===== config.mk =====
export PLATFORM = sky130hd
export DESIGN_NAME = exc_entry_unit
export DESIGN_NICKNAME = d
export VERILOG_FILES = /design/src/rtl/exc_entry_unit.sv
export SDC_FILE = /design/constraint.sdc
export NUM_CORES = 1
export LEC_CHECK = 0
export BUFFER_PORTS_ARGS = -buffer_cell sky130_fd_sc_hd__buf_4
export CAP_MARGIN = 20
export CORE_AREA = 2 2 129 131
export CTS_CLUSTER_SIZE = 28
export DETAILED_ROUTE_END_ITERATION = 8
export DIE_AREA = 0 0 131 133
export HOLD_SLACK_MARGIN = 0.02
export PLACE_DENSITY_LB_ADDON = 0.3
export SETUP_SLACK_MARGIN = 0.3
export SYNTH_ARGS = -nofsm -noshare
export SYNTH_HDL_FRONTEND = slang
export SYNTH_SLANG_ARGS = --single-unit
export TNS_END_PERCENT = 10

===== constraint.sdc =====
create_clock -name clk -period 1.3 [get_ports clk]
set_input_delay 0.13 -clock clk [delete_from_list [all_inputs] [get_ports clk]]
set_output_delay 0.13 -clock clk [all_outputs]
set_load 0.01 [all_outputs]

===== src/rtl/exc_entry_unit.sv =====
module exc_entry_unit #(
  parameter int AW      = 32,
  parameter int SW      = 32,
  parameter int VLE_BIT = 5
) (
  input  logic          clk,
  input  logic          rst_n,
  input  logic          take_i,
  input  logic          kind_i,
  input  logic [AW-1:0] pc_cur_i,
  input  logic [AW-1:0] pc_next_i,
  input  logic [SW-1:0] msr_i,
  input  logic          vle_i,
  input  logic          rfi_i,
  input  logic          cfg_we_i,
  input  logic [1:0]    cfg_addr_i,
  input  logic [AW-1:0] cfg_wdata_i,
  output logic [AW-1:0] srr0_o,
  output logic [SW-1:0] srr1_o,
  output logic [SW-1:0] msr_o,
  output logic [SW-1:0] esr_o,
  output logic [AW-1:0] vector_o,
  output logic [AW-1:0] resume_o
);
  localparam int PH    = AW / 2;
  localparam int OFS_W = PH - 4;
  localparam logic [SW-1:0] CLR_FP = SW'(10'h3BF);
  localparam logic [SW-1:0] CLR_SC = SW'(10'h3FF);

  logic [PH-1:0]    pfx_q;
  logic [OFS_W-1:0] ofs_fp_q, ofs_sc_q;
  logic [OFS_W-1:0] ofs_sel;

  assign ofs_sel  = kind_i ? ofs_sc_q : ofs_fp_q;
  assign resume_o = srr0_o;

  always_ff @(posedge clk) begin
    if (!rst_n) begin
      pfx_q    <= '0;
      ofs_fp_q <= '0;
      ofs_sc_q <= '0;
    end else if (cfg_we_i) begin
      case (cfg_addr_i)
        2'd0:    pfx_q    <= cfg_wdata_i[AW-1:PH];
        2'd1:    ofs_fp_q <= cfg_wdata_i[PH-1:4];
        2'd2:    ofs_sc_q <= cfg_wdata_i[PH-1:4];
        default: ;
      endcase
    end
  end

  always_ff @(posedge clk) begin
    if (!rst_n) begin
      srr0_o   <= '0;
      srr1_o   <= '0;
      msr_o    <= '0;
      esr_o    <= '0;
      vector_o <= '0;
    end else if (take_i) begin
      srr0_o   <= kind_i ? pc_next_i : pc_cur_i;
      srr1_o   <= msr_i;
      msr_o    <= msr_i & ~(kind_i ? CLR_SC : CLR_FP);
      vector_o <= {pfx_q, ofs_sel, 4'b0000};
      if (kind_i)
        esr_o <= SW'(vle_i) << VLE_BIT;
    end else if (rfi_i) begin
      msr_o <= srr1_o;
    end
  end
endmodule



==> impl_metrics.env, run 1 <==
export IMPL_status="completed"
export IMPL_seq_area_frac_synth_pct=47.3
export IMPL_ys_types=21
export IMPL_nNetsFinal=1243
export IMPL_setup_tns_ns=0
export IMPL_overflow=0
export IMPL_end_kind="output port"
export IMPL_fin_crit_ns=1.04
export IMPL_seqCellArea_um2=3400
export IMPL_ys_ff_latch=165
export IMPL_ant_nets=0
export IMPL_critical_path_cell_count=1
export IMPL_yosys_most_used_dff="dfxtp_1"
export IMPL_clock_skew_ns=0.00667
export IMPL_grt_max_degree=78
export IMPL_wl_per_cell_um=14.9
export IMPL_maxSlewViolCount=0
export IMPL_synth_top_cell_area_share_pct=47.3
export IMPL_num_rows=47
export IMPL_clkLatencyLatePin_ns=0.41
export IMPL_crit_buf_inv=1
export IMPL_required_ns=1.17
export IMPL_timing_rr_end="msr_o[10]"
export IMPL_area_delta_synth_final_pct=58.5
export IMPL_synth_area_per_cell_um2=9.39
export IMPL_viasPerCell=4.74
export IMPL_clock_sinks=165
export IMPL_cp_endpoint="msr_o[8]"
export IMPL_max_freq_ghz=0.958
export IMPL_hpwl_um=12500
export IMPL_finalHoldViolCount=0
export IMPL_dieArea_um2=17400
export IMPL_antenna_found_initial=0
export IMPL_r2r_cells=4
export IMPL_cp_max_fo=2
export IMPL_period_share_pct=80.3
export IMPL_crit_arrival_ns=0.91
export IMPL_crit_family="flip-flops"
export IMPL_yosys_warnings=0
export IMPL_die_width_um=131
export IMPL_io_pins=329
export IMPL_critPathKind="register to output port"
export IMPL_vias=6353
export IMPL_drt_iter0_markers=239
export IMPL_rsz0062_at_grt="yes"
export IMPL_ff2ff_setup_slack_ns=0.39
export IMPL_drc_errors=0
export IMPL_grt_pass1_wl_um=30500
export IMPL_synth_edff_count=0
export IMPL_async_flop_share_pct=0
export IMPL_wirelength_um=20000
export IMPL_start_util_pct=43.2
export IMPL_multi_input_area_um2=3010
export IMPL_cpPeakStageDelay_ns=0.36
export IMPL_syn_inst=744
export IMPL_drv_max_cap_violation_count=0
export IMPL_yosys_top_cells_area="dfxtp_1, mux2i_1, buf_4, o21ai_0, a21oi_1"
export IMPL_final_core_util_pct=68.5
export IMPL_nFillCells=1190
export IMPL_slowest_stage="dfxtp_1"
export IMPL_globalplace_congestion=0.753
export IMPL_synth_area_leader_cell="dfxtp_1"
export IMPL_cts_buffers=17
export IMPL_yosys_cell_count_top_type="dfxtp_1"
export IMPL_path_clk_slew_ns=0.06
export IMPL_diodes=0
export IMPL_core_area_um2=16200
export IMPL_cts_tree="done"
export IMPL_cts_buffer_depth=2
export IMPL_yosys_top_cells_count="dfxtp_1, mux2i_1, o21ai_0"
export IMPL_leakage_uw=0.00504
export IMPL_ir_worst_vdd_mv=0.777
export IMPL_die_h_um=133
export IMPL_path_cells="buf_4"
export IMPL_firstDrtPassIters=5
export IMPL_cts_max_level=4
export IMPL_grt_use_total_pct=22.0
export IMPL_rr_startpoint="msr_o[10]"
export IMPL_start_kind="register"
export IMPL_min_path_type="input pin to register"
export IMPL_netlist_area_um2=6990
export IMPL_setup_viol_count_final=0
export IMPL_power_density_nw_per_um2=1130
export IMPL_numPortBuffers=289
export IMPL_cts_root_buf="clkbuf_16"
export IMPL_startpoint="msr_o[8]"
export IMPL_grt_pass1_vias=6227
export IMPL_drive_above_1_share_pct=36.6
-- repair_timing --
action	in CTS	in global routing
buffers inserted	1	1
hold buffers	118	0
setup endpoints to repair	157	157
pin swaps	0	0
resized for setup	71	28
endpoints found under the hold margin	101	0
-- worst min-delay path by stage --
stage / slack (ns) / start / depth (start not counted) / endpoint
2_1_floorplan: 0.26 / cfg_wdata_i[16] / 2 / pfx_q[0]
3_3_place_gp: 0.35 / cfg_wdata_i[19] / 3 / pfx_q[3]
3_5_place_dp: 0.35 / cfg_wdata_i[30] / 3 / pfx_q[14]
4_1_cts: 0.02 / msr_i[6] / 3 / srr1_o[6]
5_1_grt: 0.05 / msr_i[10] / 3 / srr1_o[10]
6_report: 0.04 / msr_i[6] / 3 / srr1_o[6]
-- cells by family after synthesis --
kind of cell | synth area share [%]
AO/OA/AOI/OAI | 13.3
buffers and inverters | 11.6
flip-flops | 47.3
multiplexers | 14.6
other | 0.0537
AND/OR/NAND/NOR | 13.2
-- metrics by stage --
step,cells,hold slack [ns],total power (µW),setup WS [ns],cell area (µm²)
after detailed placement,1187,0.353,7330,0.205,9100
final,1339,0.0377,12600,0.256,11100
after global placement,1187,0.345,7310,0.196,9100
after floorplan,778,0.260,6550,0.335,7120
after CTS,1338,0.0213,12600,0.255,11000
after global routing,1339,0.0474,13100,0.226,11100
-- report_power, final --
part | switching, µW | total, µW | internal [µW] | leakage (µW)
combinational | 904 | 2120 | 1210 | 0.00338
sequential | 177 | 5510 | 5330 | 0.00138
clock | 1930 | 4930 | 3000 | 0.000275
-- routing by layer --
metal  GRT usage (%)  vias up  wire (µm)
met4            9.93        0        554
met1            26.0     2953       8160
met2            37.9      198      10300
li1                -     3161          -
met3            4.53       41        972
met5               0        -          0
-- state kept, by name, summed over array words and instances, names as in the netlist --
signal	cells
srr1_o	32
ofs_fp_q	12
pfx_q	16
resume_o	32
esr_o	1
vector_o	28
ofs_sc_q	12
msr_o	32
-- layout make-up --
class                           instances  area share [%]
Clock inverter                          6           0.836
Tap cell                              220            2.49
Clock buffer                           26            4.42
Timing Repair Buffer                  433            34.4
Sequential cell                       165            30.7
Multi-Input combinational cell        489            27.1
-- cells in the final DEF, fill, tap and decap left out, types with 13 or more instances in the layout --
cell type / Yosys / layout
buf_4: 76 / 274
dlygate4sd3_1: 0 / 118
mux2i_1: 102 / 102
dfxtp_1: 165 / 97
o21ai_0: 92 / 92
dfxtp_2: 0 / 64
nand2_1: 52 / 52
a21oi_1: 44 / 44
nand3_1: 41 / 41
conb_1: 1 / 35
buf_6: 4 / 28
nor2b_1: 26 / 26
nand2b_1: 23 / 23
and2_1: 23 / 23
clkbuf_16: 0 / 17
o21ai_1: 15 / 15
a21boi_0: 13 / 13
buf_12: 0 / 13
(Power assumes the default switching activity.)
==> run 2, diff against run 1 <==
- CORE_AREA: 2 2 129 131 -> unset
- CORE_UTILIZATION: unset -> 42
- DIE_AREA: 0 0 131 133 -> unset
- clock period: 1.3 -> 0.9 ns (I/O delays scaled with it)
==> run 2 against run 1 <==
The run now ends with negative hold slack, negative setup slack left. Design area shrank 1.6%. Final cell count shrank 7.4%. Die area shrank 1.5%. Clock skew grew 0.00094 ns. Total power grew 52%. Register-to-register slack lost 0.39 ns. Clock power grew 66%. Combinational power grew 37%. Via count shrank 7.0%. Sequential power grew 46%. Global-route usage shrank 1.6 points. Clock-buffer cell count shrank 7.
==> impl_metrics.env, run 2 (synthesis gave the netlist of run 1 again) <==
export IMPL_core_area_um2=16100
export IMPL_cts_buffer_depth=2
export IMPL_min_path_cells=3
export IMPL_max_freq_ghz=1.01
export IMPL_maxSlewViolCount=0
export IMPL_critical_path_cell_count=1
export IMPL_drive_above_1_share_pct=49.3
export IMPL_start_util_pct=43.5
export IMPL_hold_worst_slack_ns=-0.0671
export IMPL_ant_nets=0
export IMPL_hpwl_um=12200
export IMPL_globalplace_congestion=0.771
export IMPL_cp_max_fo=3
export IMPL_sequentialPowerShare_pct=42.0
export IMPL_clkLatencyLatePin_ns=0.42
export IMPL_crit_buf_inv=1
export IMPL_leakage_uw=0.00489
export IMPL_io_pins=329
export IMPL_diodes=0
export IMPL_final_cell_mix="buf_6, buf_4, dfxtp_2, mux2i_1, o21ai_1"
export IMPL_grt_pass1_vias=5464
export IMPL_instances_no_fill=1240
export IMPL_clock_skew_ns=0.00762
export IMPL_fin_crit_ns=0.991
export IMPL_path_cells="buf_6"
export IMPL_start_kind="register"
export IMPL_critPathKind="register to output port"
export IMPL_nFillCells=1228
export IMPL_pwr_share_clk_pct=42.8
export IMPL_pwr_share_comb_pct=15.2
export IMPL_cts_root_buf="clkbuf_16"
export IMPL_cpPeakStageDelay_ns=0.36
export IMPL_die_h_um=131
export IMPL_switching_power_uw=4430
export IMPL_final_common_cell="buf_6"
export IMPL_num_rows=46
export IMPL_drv_max_cap_violation_count=0
export IMPL_status="complete, but fails checks"
export IMPL_viasPerCell=4.76
export IMPL_period_share_pct=110
export IMPL_ctsHoldBuffers=26
export IMPL_area_delta_synth_final_pct=56.0
export IMPL_place_inst=1182
export IMPL_grt_pass1_wl_um=27000
export IMPL_cts_max_level=4
export IMPL_finalHoldViolCount=64
export IMPL_overflow=0
export IMPL_setup_viol_count_final=158
export IMPL_required_ns=0.81
export IMPL_numPortBuffers=289
export IMPL_firstDrtPassIters=4
export IMPL_nNetsFinal=1149
export IMPL_rsz0062_at_grt="yes"
export IMPL_crit_arrival_ns=0.90
export IMPL_clock_sinks=165
export IMPL_cts_buffers=17
export IMPL_grt_max_degree=80
export IMPL_slowest_stage="dfxtp_4"
export IMPL_crit_family="flip-flops"
export IMPL_power_density_nw_per_um2=1750
export IMPL_end_kind="output port"
export IMPL_die_width_um=131
export IMPL_antenna_found_initial=0
export IMPL_drc_errors=0
export IMPL_dieArea_um2=17200
export IMPL_violations="negative hold slack, negative setup slack"
export IMPL_min_path_type="input pin to register"
export IMPL_p_int_uw=14700
export IMPL_post_place_ws_ns=-0.0415
export IMPL_wirelength_um=18600
export IMPL_wl_per_cell_um=15.0
export IMPL_path_clk_slew_ns=0.06
export IMPL_grt_use_total_pct=20.4
export IMPL_final_core_util_pct=67.9
export IMPL_drt_iter0_markers=244
export IMPL_fin_ws_ns=-0.0911
export IMPL_vias=5908
export IMPL_cts_tree="done"
export IMPL_swShare_pct=23.2
export IMPL_ir_worst_vdd_mv=1.69
export IMPL_r2r_cells=4
## run 2: cell count changes in the layout (fill, tap and decap cells not counted), moves of 7 or more
| cell | previous run | this run |
|---|---|---|
| dfxtp_1 | 97 | 15 |
| dlygate4sd3_1 | 118 | 23 |
| dfxtp_2 | 64 | 134 |
| o21ai_1 | 15 | 57 |
| a21boi_1 | 10 | 22 |
| a21boi_0 | 13 | 0 |
| buf_4 | 274 | 144 |
| buf_6 | 28 | 153 |
| dfxtp_4 | 4 | 16 |
| nand2_1 | 52 | 45 |
| o21ai_0 | 92 | 48 |
## run 2: cell type report
cell class | instances | area [µm²] | share of cell area, %
flip-flops and latches | 165 | 3530 | 32.4
repair buffers | 339 | 3390 | 31.1
multi-input cells | 489 | 3040 | 27.9
clock buffers | 19 | 443 | 4.06
well taps | 216 | 270 | 2.48
clock inverters | 12 | 225 | 2.07
## run 2: repair_timing
item	4_1_cts	5_1_grt
gates resized for setup	279	101
hold endpoints to repair	124	68
endpoints found under the setup margin	269	311
pin swaps	48	60
buffers inserted	1	0
## run 2: metrics by stage
step           hold WS [ns]  power, µW  setup TNS [ns]  area, µm²
6_report            -0.0671      19100           -9.05      10900
4_1_cts             -0.0809      19200          -12.39      10700
3_5_place_dp          0.310      10600          -0.467       9120
2_1_floorplan         0.220       9500               0       7180
3_3_place_gp          0.307      10600          -0.125       9120
5_1_grt             -0.0683      19900          -14.88      10900
## run 2: routing by layer
layer / up-vias / wire (µm) / global-route usage [%]
li1: 2973 / - / -
met1: 2750 / 7710 / 23.9
met2: 164 / 9690 / 36.2
met3: 21 / 928 / 5.21
met4: 0 / 248 / 6.56
met5: - / 0 / 0
## run 2: power groups by stage
stage	registers [µW]	logic (µW)	clock network, µW
floorplan	8150	1340	0
global placement	8060	2510	0
detailed placement	8070	2540	0
CTS	8020	2840	8330
global route	8070	3150	8640
finish	8030	2910	8180
## run 2: worst paths after layout
| path | startpoint | end | slack (ns) |
|---|---|---|---|
| min reg2reg | pfx_q[15] | pfx_q[15] | 0.45 |
| min | msr_i[3] | srr1_o[3] | -0.07 |
| max reg2reg | srr1_o[17] | msr_o[17] | 0 |
| max | resume_o[23] | resume_o[23] | -0.09 |
